**config.mk**
```make
export PLATFORM = sky130hd
export DESIGN_NAME = rx_pipe_matcher
export DESIGN_NICKNAME = d
export VERILOG_FILES = /design/src/rtl/rxm_pkg.sv /design/src/rtl/rxm_addr_regs.sv /design/src/rtl/rxm_match.sv /design/src/rtl/rxm_status_q.sv /design/src/rtl/rx_pipe_matcher.sv
export SDC_FILE = /design/constraint.sdc
export NUM_CORES = 1
export LEC_CHECK = 0
export ABC_AREA = 1
export CORE_UTILIZATION = 60
export DETAILED_ROUTE_END_ITERATION = 8
export GPL_ROUTABILITY_DRIVEN = 0
export PLACE_DENSITY = 0.89
export SYNTH_ARGS = -nofsm -noshare
export SYNTH_HDL_FRONTEND = slang
export SYNTH_SLANG_ARGS = --single-unit
```
**constraint.sdc**
```tcl
create_clock -name clk -period 6.9 [get_ports clk]
set_clock_uncertainty 0.1 [all_clocks]
set_input_delay 0.69 -clock clk [delete_from_list [all_inputs] [get_ports clk]]
set_output_delay 0.69 -clock clk [all_outputs]
set_load 0.01 [all_outputs]
```
**src/rtl/rxm_pkg.sv**
```systemverilog
package rxm_pkg;
  localparam int NUM_PIPES  = 6;
  localparam int FULL_PIPES = 2;
  localparam int ADDR_BYTES = 5;
  localparam int ADDR_W     = ADDR_BYTES * 8;
  localparam int PIPE_W     = $clog2(NUM_PIPES + 1);
  localparam int SEL_W      = 3;
  localparam int ENABLE_SEL = 7;
  localparam int Q_DEPTH    = 3;
  localparam int EN_RESET   = 3;
endpackage

```
**src/rtl/rxm_addr_regs.sv**
```systemverilog
module rxm_addr_regs #(
  parameter int NUM_PIPES  = rxm_pkg::NUM_PIPES,
  parameter int FULL_PIPES = rxm_pkg::FULL_PIPES,
  parameter int ADDR_BYTES = rxm_pkg::ADDR_BYTES,
  parameter int SEL_W      = rxm_pkg::SEL_W,
  parameter int ENABLE_SEL = rxm_pkg::ENABLE_SEL,
  parameter int EN_RESET   = rxm_pkg::EN_RESET
) (
  input  logic                                   clk,
  input  logic                                   rst_n,
  input  logic                                   cfg_we,
  input  logic [SEL_W-1:0]                       cfg_sel,
  input  logic [ADDR_BYTES*8-1:0]                cfg_wdata,
  output logic [NUM_PIPES-1:0][ADDR_BYTES*8-1:0] eff_addr,
  output logic [NUM_PIPES-1:0]                   en_mask
);
  localparam int ADDR_W    = ADDR_BYTES * 8;
  localparam int LOW_PIPES = NUM_PIPES - FULL_PIPES;

  logic [ADDR_W-1:0] full_q [FULL_PIPES];
  logic [7:0]        low_q  [LOW_PIPES];

  // pipe 0 repeats E7; pipe p>0 repeats C2 with low byte C1+p
  function automatic logic [7:0] dflt_low(int p);
    return (p == 0) ? 8'hE7 : 8'(8'hC1 + p);
  endfunction

  function automatic logic [ADDR_W-1:0] dflt_full(int p);
    return (p == 0) ? {ADDR_BYTES{8'hE7}}
                    : {{(ADDR_BYTES-1){8'hC2}}, dflt_low(p)};
  endfunction

  always_ff @(posedge clk) begin
    if (!rst_n) begin
      for (int i = 0; i < FULL_PIPES; i++) full_q[i] <= dflt_full(i);
      for (int j = 0; j < LOW_PIPES; j++)  low_q[j]  <= dflt_low(j + FULL_PIPES);
      en_mask <= NUM_PIPES'(EN_RESET);
    end else if (cfg_we) begin
      if (cfg_sel == SEL_W'(ENABLE_SEL)) en_mask <= cfg_wdata[NUM_PIPES-1:0];
      for (int i = 0; i < FULL_PIPES; i++)
        if (cfg_sel == SEL_W'(i)) full_q[i] <= cfg_wdata;
      for (int j = 0; j < LOW_PIPES; j++)
        if (cfg_sel == SEL_W'(j + FULL_PIPES)) low_q[j] <= cfg_wdata[7:0];
    end
  end

  for (genvar p = 0; p < NUM_PIPES; p++) begin : g_eff
    if (p < FULL_PIPES) begin : g_full
      assign eff_addr[p] = full_q[p];
    end else begin : g_low
      assign eff_addr[p] = {full_q[FULL_PIPES-1][ADDR_W-1:8], low_q[p-FULL_PIPES]};
    end
  end
endmodule

```
**src/rtl/rxm_match.sv**
```systemverilog
module rxm_match #(
  parameter int NUM_PIPES  = rxm_pkg::NUM_PIPES,
  parameter int ADDR_BYTES = rxm_pkg::ADDR_BYTES,
  parameter int PIPE_W     = rxm_pkg::PIPE_W
) (
  input  logic [NUM_PIPES-1:0][ADDR_BYTES*8-1:0] eff_addr,
  input  logic [NUM_PIPES-1:0]                   en_mask,
  input  logic [ADDR_BYTES*8-1:0]                pkt_addr,
  output logic                                   hit,
  output logic [PIPE_W-1:0]                      hit_pipe
);
  logic [NUM_PIPES-1:0] eq_vec;

  for (genvar p = 0; p < NUM_PIPES; p++) begin : g_cmp
    assign eq_vec[p] = en_mask[p] && (eff_addr[p] == pkt_addr);
  end

  // scan high to low so the lowest index is the last to win
  always_comb begin
    hit      = 1'b0;
    hit_pipe = '1;
    for (int p = NUM_PIPES - 1; p >= 0; p--) begin
      if (eq_vec[p]) begin
        hit      = 1'b1;
        hit_pipe = PIPE_W'(p);
      end
    end
  end
endmodule

```
**src/rtl/rxm_status_q.sv**
```systemverilog
module rxm_status_q #(
  parameter int DEPTH  = rxm_pkg::Q_DEPTH,
  parameter int PIPE_W = rxm_pkg::PIPE_W
) (
  input  logic              clk,
  input  logic              rst_n,
  input  logic              push,
  input  logic [PIPE_W-1:0] push_pipe,
  input  logic              pop,
  output logic [PIPE_W-1:0] head,
  output logic              full
);
  localparam int CNT_W = $clog2(DEPTH + 1);

  logic [PIPE_W-1:0] slot [DEPTH];
  logic [CNT_W-1:0]  count;
  logic              do_pop, do_push;
  logic [CNT_W-1:0]  wr_idx;

  assign full    = (count == CNT_W'(DEPTH));
  assign do_pop  = pop && (count != '0);
  assign do_push = push && !full;
  assign wr_idx  = do_pop ? count - 1'b1 : count;
  assign head    = (count == '0) ? '1 : slot[0];

  always_ff @(posedge clk) begin
    if (!rst_n) begin
      count <= '0;
      for (int i = 0; i < DEPTH; i++) slot[i] <= '1;
    end else begin
      if (do_pop)
        for (int i = 0; i < DEPTH - 1; i++) slot[i] <= slot[i+1];
      if (do_push) slot[wr_idx] <= push_pipe;
      count <= count + CNT_W'(do_push) - CNT_W'(do_pop);
    end
  end
endmodule

```
**src/rtl/rx_pipe_matcher.sv**
```systemverilog
module rx_pipe_matcher (
  input  logic        clk,
  input  logic        rst_n,
  input  logic        cfg_we,
  input  logic [2:0]  cfg_sel,
  input  logic [39:0] cfg_wdata,
  input  logic        pkt_valid,
  output logic        pkt_ready,
  input  logic [39:0] pkt_addr,
  output logic        res_valid,
  output logic        res_match,
  output logic [2:0]  res_pipe,
  input  logic        rd_pop,
  output logic [2:0]  head_pipe
);
  import rxm_pkg::*;

  logic [NUM_PIPES-1:0][ADDR_W-1:0] eff_addr;
  logic [NUM_PIPES-1:0]             en_mask;
  logic                             hit;
  logic [PIPE_W-1:0]                hit_pipe;
  logic                             q_full;
  logic                             accept;

  assign pkt_ready = !q_full;
  assign accept    = pkt_valid && pkt_ready;

  rxm_addr_regs u_regs (
    .clk(clk), .rst_n(rst_n), .cfg_we(cfg_we), .cfg_sel(cfg_sel),
    .cfg_wdata(cfg_wdata), .eff_addr(eff_addr), .en_mask(en_mask)
  );

  rxm_match u_match (
    .eff_addr(eff_addr), .en_mask(en_mask), .pkt_addr(pkt_addr),
    .hit(hit), .hit_pipe(hit_pipe)
  );

  rxm_status_q u_q (
    .clk(clk), .rst_n(rst_n), .push(accept && hit), .push_pipe(hit_pipe),
    .pop(rd_pop), .head(head_pipe), .full(q_full)
  );

  always_ff @(posedge clk) begin
    if (!rst_n) begin
      res_valid <= 1'b0;
      res_match <= 1'b0;
      res_pipe  <= '1;
    end else begin
      res_valid <= accept;
      if (accept) begin
        res_match <= hit;
        res_pipe  <= hit_pipe;
      end
    end
  end
endmodule

```
### After elaboration in Yosys (flattened, before gate mapping)

Memory sizes are Yosys's and may differ from the RTL's.
Cells that the tools add are included.

* register bits after elaboration: 13
* bits in writable memories: 121
* bits of input ports: 88
* output and inout bits: 9
* logic and storage cells: 104
* memories: 3

* add/subtract/negate cells: 3
* equality and inequality tests: 13
* muxes and demuxes: 56
* bitwise gates (word level): 8
* reduce and logical (&&, ||, !) cells: 16

Memory list
* u_regs.full_q: words 2, width 40, rd ports 2, clocked after memory_dff 0, wr ports 2, line rxm_addr_regs.sv:20 `logic [ADDR_W-1:0] full_q [FULL_PIPES];`
* u_regs.low_q: words 4, width 8, rd ports 4, clocked after memory_dff 0, wr ports 4, line rxm_addr_regs.sv:21 `logic [7:0] low_q [LOW_PIPES];`
* u_q.slot: words 3, width 3, rd ports 3, clocked after memory_dff 0, wr ports 3, line rxm_status_q.sv:15 `logic [PIPE_W-1:0] slot [DEPTH];`

Operators by type and width (count)
* 40-bit equality test: 6
* 40-bit 2-to-1 mux: 2
* 1-bit 2-to-1 mux: 38
* 8-bit 2-to-1 mux: 4
* 3-bit 2-to-1 mux: 8
* 1-bit logical AND: 10
* 3-bit equality test (second input constant): 3
* 2-bit 2-to-1 mux: 4
* 1-bit OR: 8
* 3-bit by 2-bit equality test with 1-bit output (second input constant): 2
* 3-bit by 1-bit equality test with 1-bit output (second input constant): 1
* 3-bit logical NOT: 1
* 3-bit OR reduction: 1
* 2-bit by 1-bit adder with 2-bit output: 1
* 2-bit equality test (second input constant): 1
* 2-bit logical NOT: 1
* 2-bit AND reduction: 1
* 2-bit nonzero test: 1
* 2-bit by 1-bit subtractor with 2-bit output: 1
* 2-bit by 1-bit subtractor with 2-bit output (second input constant): 1
* 1-bit logical NOT: 1

### Longest topological paths before layout

Gate-level depths: netlist of run 1.
An unclocked memory read counts as a cell.

* depth after elaboration: 16
* depth in mapped cells: 17
* depth with buffers taken out: 16

### Hierarchy

Synthesis of run 1 repeated with hierarchy kept, for this count alone.

* cell total of the unflattened synthesis: 1285
* area, all modules: 9914.5 µm²

Modules (own cells, without submodules)
* rxm_addr_regs: times used 1, cells an instance 424, area an instance 5381.4 µm², seq. area each 3483.3 µm²
* rxm_match: times used 1, cells an instance 749, area an instance 3603.5 µm², seq. area each 0.0 µm²
* rxm_status_q: times used 1, cells an instance 89, area an instance 739.5 µm², seq. area each 310.3 µm²
* rx_pipe_matcher: times used 1, cells an instance 23, area an instance 190.2 µm², seq. area each 100.1 µm²

### Worst setup path after synthesis of run 1

OpenSTA, ideal clock, no wires.

* path type: input to register
* start point: input port cfg_we
* end point: memory u_regs.full_q[0][40] (netlist name) (enable)
* setup time: 493 ps
* data arrival time: 3790 ps
* data required time: 6307 ps
* path slack: 2517 ps
* stages on the path: 4
* buffers on the path: 0
* cell sequence: inv_1 -> nor2_1 -> inv_1 -> o21ai_0

RTL lines
* start: declaration: line rx_pipe_matcher.sv:4 `input logic cfg_we,`
* end: declaration: line rxm_addr_regs.sv:20

==> flow_summary.yaml, run 1 <==
status:
  status: "finished, final reports clean"
detailed_routing:
  drc: 0
  routed-via-count: 5814
  initialDrtViolationCount: 628
  viasPerCell: 5.276
  wl_per_cell_um: 15.98
  wl_mm: 17.62
  first_pass_iters: 8
  ant_nets: 0
final_layout:
  drive_gt1_share_pct: 7.299
  area_growth_pct: 23.52
  fill_cells: 731
  diodes: 0
  finalNetCount: 1039
  stdcell_count: 1102
worst_setup_path:
  reg2reg_slack_ns: 4.25
  timing.rr.end: "u_q.slot[2][1]$_SDFFCE_PN1P_"
  critPathKind: "primary input to flop"
  reg2regPathDepth: 11
  arrival_ns: 3.09
  required_ns: 6.96
  cp-start-kind: "primary input"
  critical_path.max_fanout: 24
  end_kind: "flop"
  r2r-start: "u_regs.full_q[0][48]$_SDFFCE_PP0P_"
power:
  total_power_uw: 2071
  cellLeakagePower_uw: 0.003844
  powerDensity_nw_per_um2: 235.9
  ir_worst_vdd_mv: 0.1521
timing:
  period_share_pct: 43.97
  fin_crit_ns: 3.034
  timing.setup.tns_ns: 0
  relSlewSlack_pct: 13.98
  final_hold_viol_count: 0
  rsz0062_at_grt: "false"
  finalMaxSlewViolations: 0
  setup_viol: 0
  max_freq_mhz: 329.6
  tightest_slew_ns: 1.277
global_route:
  grt.overflow.total: 0
  grtUsageTotal_pct: 29.98
  antenna_found_initial: 0
  grt_pass1_vias: 5759
  grt_pass1_wl_mm: 28.01
  grt_max_degree: 41
clocking:
  clock-sinks: 134
  cts_tree: "built"
  clkTransAtPathRegs_ns: 0.05
  htreeDepth: 4
  root_buffer: "clkbuf_16"
  cts.repair.resized: 0
  numCtsBuffers: 17
  hold_buffers: 0
  cts_setup_buffers: 0
  cts_buffer_depth: 2
  clk_latency_ns: 0.42
yosys:
  yosysMostFrequentCell: "nand2_1"
  synth_common_cells: "nand2_1, inv_1, edfxtp_1, nor2_1, xnor2_1"
  synth_cell_type_count: 35
  synth_edf_count: 121
  ys_seq_elements: 134
  synth_area_leaders: "edfxtp_1, nand2_1, inv_1"
  ys_seq_area_share_pct: 54.79
  synth_warnings: 0
  yosysTopAreaCell: "edfxtp_1"
  synth_ff_type: "edfxtp_1"
  syn-num-nets: 931
  synth_top_area_share_pct: 51.13
  ys_async_sr_fraction_pct: 0
  synth_area_um2: 7107
  postSynthAreaPerCell_um2: 8.471
  synthesis.instances: 839
placement:
  place_inst: 1071
  io_buffers: 96
  hpwl_mm: 12.21
floorplanning:
  rows: 39
  dieArea_um2: 12280
  start_util_pct: 61.97
  die_x_um: 110.8
  io_pins: 97
  core_area_um2: 11470
  fp.dieH_um: 110.8
min_path:
  hold_class: "flop to flop"
  min-delay-start: "u_regs.en_mask[1]$_SDFFE_PN1P_"
  hold-path-cell-count: 2
  whs_endpoint: "u_regs.en_mask[1]$_SDFFE_PN1P_"
flow_run:
  drv_cap: 0
[cell type report]
cell class / count / area (um2) / share of cell area (%)
Clock buffer: 26 / 489.2 / 5.573
Clock inverter: 5 / 52.55 / 0.5986
Inverter: 156 / 585.6 / 6.670
Multi-Input combinational cell: 539 / 2595 / 29.56
Sequential cell: 134 / 3894 / 44.36
Tap cell: 143 / 178.9 / 2.038
Timing Repair Buffer: 99 / 983.4 / 11.20
[where the power goes]
group / internal [uW] / total [uW] / switching (uW)
sequential: 939 / 966 / 26.9
clock: 520 / 841 / 321
combinational: 108 / 263 / 155
total: 1570 / 2070 / 503
[routing by layer]
layer  vias up  track usage (%)  share of wire [%]
met3        51            7.162                9.5
met4         0            12.44                3.1
met2       329            50.81                 49
li1       2814                -                  -
met5         -                0                  0
met1      2620            36.82                 39
[layout by cell type (no fill, tap or decap), types with 2 or more instances in the layout]
cell	instances
nand2_1	259
inv_1	149
edfxtp_1	121
nor2_1	112
clkdlybuf4s50_1	96
xnor2_1	41
or2_2	22
nand3_1	19
o21ai_0	19
clkbuf_16	17
nand4_1	14
dfxtp_1	13
a21oi_1	11
xor2_1	8
nor3_1	6
clkbuf_1	6
inv_2	5
ha_1	4
nand3_2	3
nor2_4	3
clkinv_2	3
clkbuf_8	3
buf_4	3
o21ai_1	2
clkinv_1	2
nand2_2	2
nor2_2	2
[worst max-delay path: stages]
cell	delay, ns
clkdlybuf4s50_1	0.49
inv_1	0.04
nor2_1	0.16
nand2_1	0.14
nor2_4	0.40
clkinv_1	0.46
buf_4	0.37
or2_2	0.32
[through the flow]
stage / worst slack [ns] / hold WS, ns / utilization (%) / cell area, um2
2_1_floorplan: 2.517 / 0.3452 / - / 7107
3_3_place_gp: 3.572 / 0.3640 / 71.83 / 8237
3_5_place_dp: 3.456 / 0.3984 / 71.83 / 8237
4_1_cts: 3.909 / 0.4080 / 76.55 / 8778
5_1_grt: 3.658 / 0.4226 / 76.55 / 8778
6_report: 3.866 / 0.4083 / 76.55 / 8778
[logic make-up (layout without fill, tap and decap cells)]
group / Yosys count / in the layout / synth area share [%]
flops: 134 / 134 / 54.79
xor+xnor: 49 / 49 / 6.039
fa+ha+maj: 4 / 4 / 0.7043
buf+inv: 166 / 286 / 8.891
compound gates: 35 / 35 / 2.518
simple gates: 451 / 451 / 27.06
[flip-flops by register name, summed over array words and instances, names as in the netlist]
register        count
res_match           1
res_pipe            3
res_valid           1
u_q.count           2
u_q.slot            9
u_regs.en_mask      6
u_regs.full_q      80
u_regs.low_q       32
[worst max path at each step]
stage | slack, ns | depth (start not counted) | startpoint | end
after floorplan | 2.52 | 4 | cfg_we | u_regs.full_q[0][40]$_SDFFCE_PP0P_
after global placement | 3.57 | 8 | cfg_we | u_regs.full_q[0][33]$_DFFE_PP_
after detailed placement | 3.46 | 8 | cfg_we | u_regs.full_q[0][55]$_DFFE_PP_
after CTS | 3.91 | 8 | cfg_we | u_regs.full_q[0][55]$_DFFE_PP_
after global routing | 3.66 | 8 | cfg_we | u_regs.full_q[0][55]$_DFFE_PP_
final | 3.87 | 8 | cfg_we | u_regs.full_q[0][55]$_DFFE_PP_
No activity file was read; power rests on OpenSTA's default activity.
==> run 2, diff against run 1 <==
Settings changed: CORE_UTILIZATION 60 to 55, PLACE_DENSITY 0.89 to 0.83.
Clock period 6.9 ns to 3.15 ns, I/O delays scaled along.
==> run 2 against run 1 <==
  * Total power increased by 130%
  * Worst setup slack got worse by 3.4 ns
  * Die area increased by 8.9%
  * Via count decreased by 2.3%
  * Clock-buffer cell count decreased by 9
  * Register-to-register slack got worse by 3.6 ns
  * Clock power increased to 2.6 times the previous value
  * Global-route usage decreased by 2.7 points
  * Wire length decreased by 5.0%
  * Cell count increased by 3.4%
  * Combinational power increased by 120%
  * Non-clock buffer count increased by 7
==> flow_summary.yaml, run 2 (synthesis results as in run 1) <==
status:
  status: "finished, final reports clean"
detailed_routing:
  drc: 0
  ant_nets: 0
  initialDrtViolationCount: 477
  wl_per_cell_um: 14.69
  first_pass_iters: 5
  viasPerCell: 4.986
  routed-via-count: 5679
  wl_mm: 16.73
min_path:
  hold_class: "flop to flop"
clocking:
  htreeDepth: 4
  cts_buffer_depth: 2
  clk_latency_ns: 0.42
  clkTransAtPathRegs_ns: 0.06
  numCtsBuffers: 17
  root_buffer: "clkbuf_16"
  cts_tree: "built"
  clock-sinks: 134
  cts_setup_buffers: 0
  hold_buffers: 0
  cts.repair.resized: 0
worst_setup_path:
  critical_path.max_fanout: 7
  arrival_ns: 2.66
  required_ns: 3.15
  critPathKind: "primary input to flop"
  end_kind: "flop"
  cp-start-kind: "primary input"
final_layout:
  fill_cells: 919
  reg_top3: "u_regs.full_q (80), u_regs.low_q (32), u_q.slot (9)"
  diodes: 0
  largest_reg_flops: 80
  drive_gt1_share_pct: 8.687
  mostFrequentLayoutCells: "nand2_1, inv_1, edfxtp_1"
  finalNetCount: 1046
  layout_commonest_cell: "nand2_1"
  stdcell_count: 1139
  top_register: "u_regs.full_q"
  area_growth_pct: 26.50
timing:
  relSlewSlack_pct: 50.22
  rsz0062_at_grt: "false"
  timing.setup.tns_ns: 0
  max_freq_mhz: 376.7
  setup_viol: 0
  final_hold_viol_count: 0
  period_share_pct: 84.26
  finalMaxSlewViolations: 0
  fin_crit_ns: 2.654
  tightest_slew_ns: 0.7439
flow_run:
  drv_cap: 0
global_route:
  grt_max_degree: 41
  grt_pass1_vias: 5698
  grt.overflow.total: 0
  grt_pass1_wl_mm: 26.97
  antenna_found_initial: 0
  grtUsageTotal_pct: 27.28
placement:
  place_inst: 1107
  io_buffers: 96
  hpwl_mm: 11.86
power:
  ir_worst_vdd_mv: 0.3707
  powerDensity_nw_per_um2: 541.2
  cellLeakagePower_uw: 0.003929
floorplanning:
  fp.dieH_um: 115.7
  dieArea_um2: 13380
  die_x_um: 115.7
  io_pins: 97
  rows: 41
  start_util_pct: 56.32
  core_area_um2: 12620
==> run 2: changes by cell type in the layout (fill, tap and decap cells not counted) <==
| cell | before | now |
|---|---|---|
| buf_12 | 0 | 1 |
| buf_4 | 3 | 9 |
| bufinv_16 | 1 | 5 |
| clkbuf_1 | 6 | 0 |
| clkbuf_8 | 3 | 0 |
| clkinv_2 | 3 | 2 |
| clkinv_4 | 0 | 3 |
| clkinvlp_4 | 1 | 3 |
| inv_6 | 0 | 2 |
==> run 2: metrics by stage <==
step                setup slack (ns)  instance area (um2)  utilization (%)  hold slack, ns  total power, uW
CTS                           0.5459                 8990            71.24          0.3792             4863
floorplan                     0.2240                 7107                -          0.3414             2454
finish                        0.4957                 8990            71.24          0.3763             4865
detailed placement            0.1239                 8338            66.07          0.3720             2706
global placement              0.2022                 8338            66.07          0.3633             2690
global route                  0.3353                 8990            71.24          0.4125             5031
==> run 2: worst max-delay path, stage by stage <==
cell	delay, ns
clkdlybuf4s50_1	0.57
inv_1	0.21
nor2_1	0.07
nor3b_1	0.44
nand3_1	0.17
nand2_1	0.13
nand3_2	0.11
nand3_4	0.12
nor2_4	0.06
nor2_8	0.13
nand2_4	0.07
o21ai_1	0.25
==> run 2: layout make-up <==
cell class	count	area, um2	area share, %
Sequential cell	134	3894	43.31
Multi-Input combinational cell	539	2595	28.87
Timing Repair Buffer	106	1049	11.66
Inverter	156	585.6	6.514
Clock buffer	17	425.4	4.732
Clock inverter	15	226.5	2.519
Tap cell	172	215.2	2.394
==> run 2: where the power goes <==
| part | internal (uW) | switching, uW |
|---|---|---|
| sequential | 2050 | 52.4 |
| clock | 1410 | 773 |
| combinational | 244 | 332 |
==> run 2: path summary, 6_finish.rpt <==
check,startpoint,endpoint,slack [ns],cells past startpoint
max,pkt_addr[6],u_q.slot[2][2]$_SDFFCE_PN1P_,0.50,12
max reg2reg,u_regs.full_q[0][48]$_SDFFCE_PP0P_,u_q.slot[2][2]$_SDFFCE_PN1P_,0.62,11
min,u_regs.en_mask[1]$_SDFFE_PN1P_,u_regs.en_mask[1]$_SDFFE_PN1P_,0.38,2
min reg2reg,u_regs.en_mask[1]$_SDFFE_PN1P_,u_regs.en_mask[1]$_SDFFE_PN1P_,0.38,2
==> run 2: routing by layer <==
| metal | global-route usage [%] | up-vias | part of all wire [%] |
|---|---|---|---|
| li1 | - | 2827 | - |
| met1 | 33.56 | 2564 | 41 |
| met2 | 45.99 | 236 | 48 |
| met3 | 6.119 | 52 | 8.3 |
| met4 | 12.65 | 0 | 3.2 |
| met5 | 0 | - | 0 |
==> run 3, diff against run 2 <==
Settings changed: CORE_UTILIZATION 55 to 50, PLACE_DENSITY 0.83 to 0.8.
Clock period 3.15 ns to 2.3 ns, I/O delays scaled along.
==> run 3 against run 2 <==
  * The run now ends with negative setup slack left
  * Sequential share of layout area shrank 2.7 points
  * Final area rose by 6.6%
  * Critical path depth unchanged
  * Register-to-register slack worse by 0.67 ns
  * Clock-buffer cell count grew 1
  * Sequential cell count stayed put
  * Clock power rose by 24%
  * Via count grew 7.4%
  * Worst hold slack got worse by 0.024 ns
  * Highest routed layer unchanged
==> flow_summary.yaml, run 3 (synthesis results as in run 1) <==
floorplanning:
  fp.dieH_um: 121.2
  die_x_um: 121.2
  io_pins: 97
  core_area_um2: 13880
  start_util_pct: 51.20
  rows: 43
  dieArea_um2: 14690
detailed_routing:
  viasPerCell: 5.103
  ant_nets: 0
  drc: 0
  wl_per_cell_um: 15.66
  wl_mm: 18.71
  routed-via-count: 6098
  first_pass_iters: 6
  initialDrtViolationCount: 658
clocking:
  root_buffer: "clkbuf_16"
  clk_latency_ns: 0.42
  clkTransAtPathRegs_ns: 0.06
  numCtsBuffers: 17
  cts_buffer_depth: 2
  cts_tree: "built"
  clock-sinks: 134
  htreeDepth: 4
  hold_buffers: 0
timing:
  setup_viol: 11
  relSlewSlack_pct: 68.85
  hold_ws_ns: 0.3527
  fin_crit_ns: 2.352
  timing.setup.tns_ns: -0.3592
  period_share_pct: 102.3
  finalMaxSlewViolations: 0
  final_hold_viol_count: 0
  tightest_slew_ns: 0.4624
  setup_ws_ns: -0.05245
  max_freq_mhz: 425.1
  rsz0062_at_grt: "true"
worst_setup_path:
  slowest_stage: "edfxtp_1"
  crit_chain: "xnor2_1 -> nand2_1 -> nor2_1 -> nand2_1 -> nor2_2 -> buf_6 -> nand3_4 -> nand3_4 -> nor2_4 -> nor2_8 -> nand2_4 -> o21ai_1"
  endpoint: "u_q.slot[2][0]$_SDFFCE_PN1P_"
  critPathLaunch: "u_regs.full_q[0][65]$_DFFE_PP_"
  r2r-start: "u_regs.full_q[0][65]$_DFFE_PP_"
  critPathKind: "flop to flop"
  crit_cells: 12
  arrival_ns: 2.35
  end_kind: "flop"
  required_ns: 2.30
  critPathTopFamily: "simple AND/OR/NAND/NOR gates"
  critical_path_buf_inv_count: 1
  timing.rr.end: "u_q.slot[2][0]$_SDFFCE_PN1P_"
  slowest_delay_ns: 0.38
  cp-start-kind: "flop"
  reg2reg_slack_ns: -0.05
  critical_path.max_fanout: 3
  reg2regPathDepth: 12
final_layout:
  layout_commonest_cell: "nand2_1"
  reg_top3: "u_regs.full_q (80), u_regs.low_q (32), u_q.slot (9)"
  diodes: 0
  area_growth_pct: 34.86
  largest_reg_flops: 80
  fill_cells: 999
  multi_input_area_um2: 2840
  finalNetCount: 1094
  drive_gt1_share_pct: 16.95
  regArea_um2: 3894
  top_register: "u_regs.full_q"
  finalInstanceArea_um2: 9584
  mostFrequentLayoutCells: "nand2_1, inv_1, edfxtp_1"
global_route:
  antenna_found_initial: 0
  grt_pass1_wl_mm: 28.95
  grt_pass1_vias: 6021
  grt.overflow.total: 0
  grtUsageTotal_pct: 26.50
  grt_max_degree: 41
power:
  powerDensity_nw_per_um2: 683.5
  cellLeakagePower_uw: 0.004246
  total_power_uw: 6551
  ir_worst_vdd_mv: 0.5565
status:
  violations: "negative setup slack"
  status: "finished with violations"
placement:
  place_ws_ns: -0.4106
  io_buffers: 96
  dpl_cell_area_um2: 8731
  hpwl_mm: 12.86
flow_run:
  drv_cap: 0
min_path:
  hold_class: "primary input to flop"
==> run 3: worst min-delay path by stage <==
stage / endpoint / start / cells after the start
CTS: u_regs.en_mask[1]$_SDFFE_PN1P_ / cfg_wdata[1] / 3
finish: u_regs.en_mask[0]$_SDFFE_PN1P_ / cfg_wdata[0] / 3
detailed placement: u_regs.en_mask[1]$_SDFFE_PN1P_ / u_regs.en_mask[1]$_SDFFE_PN1P_ / 2
floorplan: u_regs.en_mask[0]$_SDFFE_PN1P_ / cfg_wdata[0] / 2
global route: u_regs.full_q[0][9]$_DFFE_PP_ / cfg_wdata[9] / 2
global placement: u_regs.en_mask[1]$_SDFFE_PN1P_ / u_regs.en_mask[1]$_SDFFE_PN1P_ / 2
==> run 3: timing repair <==
action / 4_1_cts / 5_1_grt
pin swaps: 2 / 21
resized for setup: 17 / 36
setup endpoints to repair: 10 / 20
gates cloned: 0 / 0
setup buffers: 0 / 2
==> run 3: metal layers <==
metal / part of all wire, % / global-route usage (%) / vias up
li1: - / - / 2929
met1: 39 / 31.74 / 2795
met2: 50 / 45.39 / 310
met3: 7.6 / 5.169 / 64
met4: 3.5 / 13.27 / 0
met5: 0 / 0 / -
==> run 3: layout make-up <==
type	count	area share, %
Clock buffer	18	4.478
Tap cell	180	2.350
Inverter	156	6.110
Sequential cell	134	40.63
Multi-Input combinational cell	539	29.63
Clock inverter	14	1.632
Timing Repair Buffer	154	15.17
==> run 3: worst min-delay path: stages <==
cell	delay, ns
clkdlybuf4s50_1	0.48
a21oi_1	0.07
o21ai_0	0.06
==> run 3: where the power goes <==
part	switching (uW)	total, uW	internal [uW]
logic	513	938	425
registers	84.9	2900	2820
clock network	1020	2710	1690
total	1620	6550	4930
==> run 3: through the flow <==
stage / cells / utilization, %
4_1_cts: 1193 / 67.73
6_report: 1195 / 69.05
2_1_floorplan: 839 / -
3_5_place_dp: 1161 / 62.90
5_1_grt: 1195 / 69.05
3_3_place_gp: 1161 / 62.90
